## config.mk

```make
export PLATFORM = sky130hd
export DESIGN_NAME = pal_engine
export DESIGN_NICKNAME = d
export VERILOG_FILES = /design/src/rtl/pal_engine.sv
export SDC_FILE = /design/constraint.sdc
export NUM_CORES = 1
export LEC_CHECK = 0
export BUFFER_PORTS_ARGS = -buffer_cell sky130_fd_sc_hd__buf_2
export CAP_MARGIN = 20
export CORE_MARGIN = 3
export CORE_UTILIZATION = 29
export CTS_BUF_LIST = sky130_fd_sc_hd__clkbuf_16
export CTS_CLUSTER_SIZE = 20
export DETAILED_ROUTE_END_ITERATION = 10
export SETUP_SLACK_MARGIN = 0.5
export SYNTH_ARGS = -nofsm -noshare
export SYNTH_HDL_FRONTEND = slang
export SYNTH_SLANG_ARGS = --single-unit
```

## constraint.sdc

```tcl
create_clock -name clk -period 3.45 [get_ports clk]
set_input_delay 0 -clock clk [delete_from_list [all_inputs] [get_ports clk]]
set_output_delay 0 -clock clk [all_outputs]
set_load 0.02 [all_outputs]
```

## src/rtl/pal_engine.sv

```systemverilog
module pal_engine #(
  parameter int N_IN = 4,
  parameter int N_OUT = 4,
  parameter int TPG = 3
) (
  input  logic             clk,
  input  logic             rst_n,
  input  logic             cfg_shift,
  input  logic             cfg_din,
  input  logic             cfg_load,
  input  logic [N_IN-1:0]  data_in,
  output logic [N_OUT-1:0] func_out
);
  localparam int SRC = N_IN + N_OUT;
  localparam int TW  = 2 * SRC;
  localparam int NT  = N_OUT * TPG;
  localparam int POL = NT * TW;
  localparam int MW  = POL + N_OUT;

  logic [MW-1:0]    shreg, fmap;
  logic [NT-1:0]    term_v;
  logic [N_OUT-1:0] fo;

  always_ff @(posedge clk) begin
    if (!rst_n) begin
      shreg <= '0;
      fmap  <= '0;
    end else begin
      if (cfg_shift) shreg <= {shreg[MW-2:0], cfg_din};
      if (cfg_load)  fmap  <= shreg;
    end
  end

  always_comb begin
    logic any, prod, lit, tb, cb, orv;
    fo = '0;
    term_v = '0;
    for (int g = 0; g < N_OUT; g++) begin
      orv = 1'b0;
      for (int k = 0; k < TPG; k++) begin
        any = 1'b0;
        prod = 1'b1;
        for (int s = 0; s < SRC; s++) begin
          tb = fmap[(g*TPG+k)*TW + 2*s];
          cb = fmap[(g*TPG+k)*TW + 2*s + 1];
          lit = 1'b0;
          if (s < N_IN) lit = data_in[s];
          else if (s - N_IN < g) lit = fo[s-N_IN];
          if (s < N_IN || s - N_IN < g) begin
            any = any | tb | cb;
            if (tb && !lit) prod = 1'b0;
            if (cb && lit) prod = 1'b0;
          end
        end
        term_v[g*TPG+k] = any & prod;
        orv = orv | (any & prod);
      end
      fo[g] = orv ^ fmap[POL+g];
    end
  end

  assign func_out = fo;

  a_r2_shift_in: assert property (@(posedge clk) disable iff (!rst_n)
    cfg_shift |=> shreg[0] == $past(cfg_din));
  a_r2_hold: assert property (@(posedge clk) disable iff (!rst_n)
    !cfg_shift |=> $stable(shreg));
  a_r3_load_copy: assert property (@(posedge clk) disable iff (!rst_n)
    cfg_load |=> fmap == $past(shreg));
  a_r3_map_stable: assert property (@(posedge clk) disable iff (!rst_n)
    !$past(cfg_load) |-> $stable(fmap));
  a_r5_empty_group: assert property (@(posedge clk) disable iff (!rst_n)
    (term_v[TPG-1:0] == '0) |-> func_out[0] == fmap[POL]);
endmodule

```

==> impl_metrics.csv, run 1 <==
group,metric,value,unit
timing,tightest_slew,824,ps
grt,grt_use_total,10.2,%
finish,final_net_count,1262,
grt,antenna_found_initial,2,
synthesis,synth_edf_count,0,
worst_setup_path,worstPathCellList,"or4_4 > o21ai_2 > o22ai_2 > a221oi_4 > buf_4 > buf_8 > mux2i_4 > a31oi_4 > buf_4 > o31ai_1 > a31oi_1 > o32ai_2 > xnor2_2 > buf_4",
die,io_pins,13,
worst_setup_path,critPathMostFrequentCell,"buf_4",
die,rows,79,
placed_design,placed_area,14500,um2
worst_setup_path,r2r_cells,2,
route,drt_iter0_markers,470,
route,wl_per_cell,13.7,um
route,ant_nets,0,
clock_network,worstSkewPairLatency,520,ps
finish,mostFrequentLayoutCells,"376 x mux2i_1, 337 x nor2b_1, 327 x dfxtp_1",
hold_path,holdCritPathClass,"primary input to flop",
finish,n_antenna_cell,0,
timing,setup_viol,2,
clock_network,clk_path_buf_depth,3,
finish,final_common_cell,"mux2i_1",
clock_network,cts-htree-levels,2,
synthesis,avgSynthCellArea,10.9,um2
die,die_h,224,um
grt,grt_max_degree,149,
synthesis,synthCells,1258,
worst_setup_path,critPathMaxFanout,6,
timing,relSlewSlack,45.1,%
die,die_w,224,um
worst_setup_path,slowest_stage,"or4_4",
timing,tns,-279,ps
power,vdd.ir_drop.worst,271,uV
worst_setup_path,r2r-start,"fmap[192]",
placed_design,place_ws,48.0,ps
finish,final_util,34.3,%
flow_run,max_cap_violations,0,
worst_setup_path,required,3450,ps
timing,rsz0062_at_grt,"true",
synthesis,yosysSeqAreaShare,48.3,%
route,firstDrtPassIters,4,
run_status,violations,"negative setup slack",
grt,grt_pass1_vias,8500,
synthesis,syn_nets,1267,
run_status,status,"complete, but fails checks",
timing,drv_slew,0,
synthesis,synth_area,13800,um2
die,coreArea,46800,um2
hold_path,min_from,"cfg_shift",
timing,finalHoldViolations,0,
clock_network,cts-root-buf,"clkbuf_16",
hold_path,holdPathStages,3,
placed_design,routabilityCongestion,0.741,
synthesis,synth-seq-cells,332,
clock_network,clock_sinks,332,
timing,final.min_clock_period,3710,ps
route,remaining_drc_errors,0,
grt,grt_overflow_total,0,
worst_setup_path,crit_path_start,"fmap[32]",
finish,fillers,4638,
power,power_per_cell_area,524,nW/um2
timing,layout_setup_ws,-261,ps
placed_design,numPortBuffers,12,
clock_network,clkTransAtPathRegs,60,ps
worst_setup_path,setup.worst_path.start_class,"flop",
worst_setup_path,crit_type,"flop to primary output",
clock_network,cts_tree,"done",
timing,finClkSkew,22.8,ps
timing,max_freq,269,MHz
synthesis,yosys_warnings,0,
clock_network,cts_buffers,36,
route,wl,25900,um
power,finalPower,8.41,mW
worst_setup_path,slowest_delay,540,ps
route,via_per_inst,4.49,
synthesis,synth_cell_type_count,42,
synthesis,ys.flop_type,"dfxtp_1",
grt,grt_pass1_wl,43500,um
die,fp.dieArea,50100,um2
power,leakage,6.37,nW
placed_design,dpl.hpwl,15800,um
worst_setup_path,crit_arrival,3710,ps
die,initial_utilization,29.4,%
route,vias,8477,
finish,stdcell_area,16100,um2
synthesis,synthArstFlopShare,0,%
worst_setup_path,cp-end-kind,"primary output",
finish,syn2layout_area_growth,16.7,%
finish,drive_above_1_share,10.6,%
timing,fin_crit_sh,108,%
[synth_stat cells (2+ instances only)]
master / n / area share, %
a211oi_1: 4 / 0.22
a221oi_1: 3 / 0.19
a31oi_1: 4 / 0.18
buf_1: 20 / 0.55
buf_2: 3 / 0.11
buf_4: 2 / 0.11
clkbuf_1: 56 / 1.5
dfxtp_1: 332 / 48
inv_1: 4 / 0.11
mux2_1: 5 / 0.41
mux2_2: 3 / 0.25
mux2i_1: 378 / 27
nand2_1: 3 / 0.082
nand3_1: 2 / 0.073
nand4_1: 14 / 0.64
nor2_1: 15 / 0.41
nor2b_1: 337 / 15
nor3_1: 10 / 0.36
nor4_1: 21 / 0.95
o21ai_1: 2 / 0.073
o32ai_1: 4 / 0.25
or2_2: 4 / 0.18
or4_1: 12 / 0.65
xnor2_1: 2 / 0.13
[worst max-delay path: cells and delay by family, from the launching register on]
family	cells	cell delay, ps
multiplexers	1	300
AND/OR/NAND/NOR	1	540
buffers and inverters	4	670
AO/OA/AOI/OAI	7	1160
flip-flops	1	320
XOR/XNOR	1	190
[per-layer routing]
layer | GRT usage [%] | vias to the layer above | part of all wire, %
li1 | - | 4333 | -
met1 | 13.4 | 4025 | 49
met2 | 17.1 | 71 | 46
met3 | 2.24 | 44 | 3.4
met4 | 2.87 | 4 | 2.0
met5 | 0 | - | 0.062
[power by group]
group          leakage (nW)  total, mW  internal (mW)  switching (mW)
Sequential             2.68       3.84           3.84         0.00169
Clock                 0.652       4.21           2.67            1.54
Combinational          3.04      0.357          0.170           0.187
Total                  6.37       8.41           6.68            1.73
[cell type report]
cell class	instances	area, um2	share of cell area [%]
multi-input combinational	840	6950	43.3
sequential	332	6650	41.4
clock buffer	38	951	5.92
tap	607	759	4.73
clock inverter	28	373	2.32
timing repair buffer	38	350	2.18
inverter	5	18.8	0.117
[kinds of logic (layout without fill, tap and decap cells)]
| group | after synthesis | after routing | share of synthesized area, % |
|---|---|---|---|
| buffers and inverters | 86 | 109 | 2.43 |
| multiplexers | 387 | 387 | 28.2 |
| flip-flops | 332 | 332 | 48.3 |
| XOR/XNOR | 3 | 3 | 0.327 |
| AO/OA/AOI/OAI | 27 | 27 | 1.73 |
| AND/OR/NAND/NOR | 423 | 423 | 19.0 |
[worst paths after layout]
check	slack, ps	end
hold / removal	40	shreg[80]
setup / recovery	-260	func_out[3]
hold reg to reg	510	shreg[91]
setup reg to reg	2660	fmap[192]
[state kept, by name, summed over array words and instances (netlist names)]
signal	count
fmap	136
shreg	196
[repair_timing]
action / in CTS / in global routing
endpoints found under the hold margin: 1 / 0
pin swaps: 12 / 4
setup buffers: 9 / 0
hold buffers: 1 / 0
gates resized for setup: 38 / 7
gates cloned: 0 / 0
endpoints found under the setup margin: 2 / 3
[through the flow]
| step | hold WS (ps) | instances |
|---|---|---|
| 3_5_place_dp | 269 | 1812 |
| 5_1_grt | 82.3 | 1888 |
| 3_3_place_gp | 263 | 1812 |
| 6_report | 43.0 | 1888 |
| 4_1_cts | 52.1 | 1888 |
| 2_1_floorplan | 170 | 1258 |
Note: power is estimated with default switching activity, not from simulation.
==> inputs of run 2 (changes only) <==
--- a/config.mk
+++ b/config.mk
@@ -12,6 +12,7 @@
 export CTS_BUF_LIST = sky130_fd_sc_hd__clkbuf_16
 export CTS_CLUSTER_SIZE = 20
 export DETAILED_ROUTE_END_ITERATION = 10
+export RECOVER_POWER = 50
 export SETUP_SLACK_MARGIN = 0.5
 export SYNTH_ARGS = -nofsm -noshare
 export SYNTH_HDL_FRONTEND = slang
==> impl_metrics.csv, run 2 (synthesis gave the netlist of run 1 again) <==
group,metric,value,unit
run_status,status,"complete, but fails checks",
run_status,violations,"max-capacitance violations, max-slew violations, negative setup slack",
placed_design,dpl.hpwl,15800,um
power,leakage,6.35,nW
grt,antenna_found_initial,2,
worst_setup_path,crit_path_end,"func_out[3]",
worst_setup_path,cp_top_family,"compound AO/OA/AOI/OAI gates",
power,vdd.ir_drop.worst,272,uV
timing,final.min_clock_period,3700,ps
route,via_per_inst,4.49,
finish,final_common_cell,"mux2i_1",
finish,reg.largest.list,"shreg x196, fmap x136",
finish,stdcell_area,16000,um2
finish,final_net_count,1262,
worst_setup_path,cp-end-kind,"primary output",
die,coreArea,46800,um2
route,remaining_drc_errors,0,
worst_setup_path,crit_arrival,3700,ps
die,die_h,224,um
timing,setup_viol,2,
timing,layout_setup_ws,-248,ps
finish,mostFrequentLayoutCells,"376 x mux2i_1, 337 x nor2b_1, 327 x dfxtp_1",
die,io_pins,13,
finish,largest_reg_flops,196,
grt,grt_use_total,10.2,%
finish,final_cell_count_no_fill,1888,
worst_setup_path,required,3450,ps
clock_network,cts-htree-levels,2,
worst_setup_path,crit_cells,14,
placed_design,routabilityCongestion,0.741,
worst_setup_path,setup.worst_path.start_class,"flop",
worst_setup_path,critPathMaxFanout,6,
grt,grt_overflow_total,0,
worst_setup_path,worstPathCellList,"or4_4 > o21ai_2 > o22ai_2 > a221oi_4 > buf_4 > buf_8 > mux2i_4 > a31oi_4 > buf_4 > o31ai_1 > a31oi_1 > o32ai_2 > xnor2_2 > buf_4",
clock_network,worstSkewPairLatency,520,ps
timing,fin_crit_sh,107,%
clock_network,cts-root-buf,"clkbuf_16",
timing,finClkSkew,22.4,ps
die,initial_utilization,29.4,%
hold_path,holdCritPathClass,"primary input to flop",
route,ant_nets,0,
timing,finalHoldViolations,0,
worst_setup_path,path_buf_inv,4,
finish,regMostFlops,"shreg",
finish,drive_above_1_share,10.6,%
power,finalPower,8.42,mW
timing,tns,-264,ps
finish,n_antenna_cell,0,
die,rows,79,
grt,grt_pass1_wl,43500,um
die,fp.dieArea,50100,um2
finish,fillers,4646,
worst_setup_path,slowest_stage,"or4_4",
clock_network,cts_tree,"done",
route,drt_iter0_markers,465,
worst_setup_path,crit_type,"flop to primary output",
timing,relSlewSlack,-33.7,%
clock_network,clk_path_buf_depth,3,
clock_network,clkTransAtPathRegs,60,ps
finish,syn2layout_area_growth,16.2,%
worst_setup_path,crit_path_start,"fmap[32]",
timing,rsz0062_at_grt,"true",
worst_setup_path,r2r-end,"fmap[192]",
finish,final_util,34.2,%
worst_setup_path,critPathMostFrequentCell,"buf_4",
route,wl,25900,um
power,power_per_cell_area,526,nW/um2
route,vias,8470,
flow_run,max_cap_violations,5,
route,firstDrtPassIters,4,
timing,drv_slew,284,
worst_setup_path,r2r-start,"fmap[192]",
placed_design,place_inst,1812,
clock_network,clock_sinks,332,
grt,grt_pass1_vias,8500,
clock_network,cts_buffers,36,
route,wl_per_cell,13.7,um
die,die_w,224,um
placed_design,placed_area,14500,um2
worst_setup_path,r2r_cells,2,
worst_setup_path,slowest_delay,540,ps
worst_setup_path,rrSetupSlack,2660,ps
timing,max_freq,270,MHz
grt,grt_max_degree,149,
placed_design,numPortBuffers,12,
timing,tightest_slew,2010,ps
## run 2: layout make-up
cell class	count	area, um2	area share, %
clock buffers	38	951	5.94
multi-input cells	840	6950	43.5
flip-flops and latches	332	6650	41.6
repair buffers	38	289	1.81
clock inverters	28	373	2.33
inverters	5	18.8	0.117
well taps	607	759	4.75
## run 2: metrics by stage
step           worst slack, ps  hold WS [ps]
2_1_floorplan              538           170
3_3_place_gp               110           263
3_5_place_dp              48.0           269
4_1_cts                   -338          52.1
5_1_grt                   -433           153
6_report                  -248          92.8
## run 2: worst register-to-register path: cells and delay by family (launching register included)
kind             cells  cell delay (ps)
and+or+nand+nor      1              120
DFF                  1              490
muxes                1              120
## run 2: worst min path at each step
stage	from	endpoint	slack, ps	depth (start not counted)
after global routing	rst_n	fmap[81]	150	2
after detailed placement	cfg_din	shreg[0]	270	3
final	rst_n	shreg[82]	90	2
after floorplan	cfg_din	shreg[0]	170	2
after global placement	cfg_din	shreg[0]	260	3
after CTS	cfg_shift	shreg[88]	50	3
## run 2: repair_timing
item	4_1_cts	5_1_grt
cloned	0	0
pin swaps	12	4
resized for setup	38	7
hold endpoints to repair	1	0
hold buffers	1	0
setup endpoints to repair	2	3
setup buffers	9	0
## run 2: report_power, final
part / leakage, nW / total (mW) / internal, mW / switching (mW)
registers: 2.68 / 3.84 / 3.84 / 0.00169
logic: 3.02 / 0.370 / 0.184 / 0.186
clock network: 0.652 / 4.21 / 2.67 / 1.54
total: 6.35 / 8.42 / 6.69 / 1.73
## run 2: metal layers
| metal | GRT usage (%) | share of wire [%] |
|---|---|---|
| met3 | 2.24 | 3.5 |
| met5 | 0 | 0.062 |
| met2 | 17.1 | 46 |
| met4 | 2.87 | 2.0 |
| met1 | 13.4 | 49 |
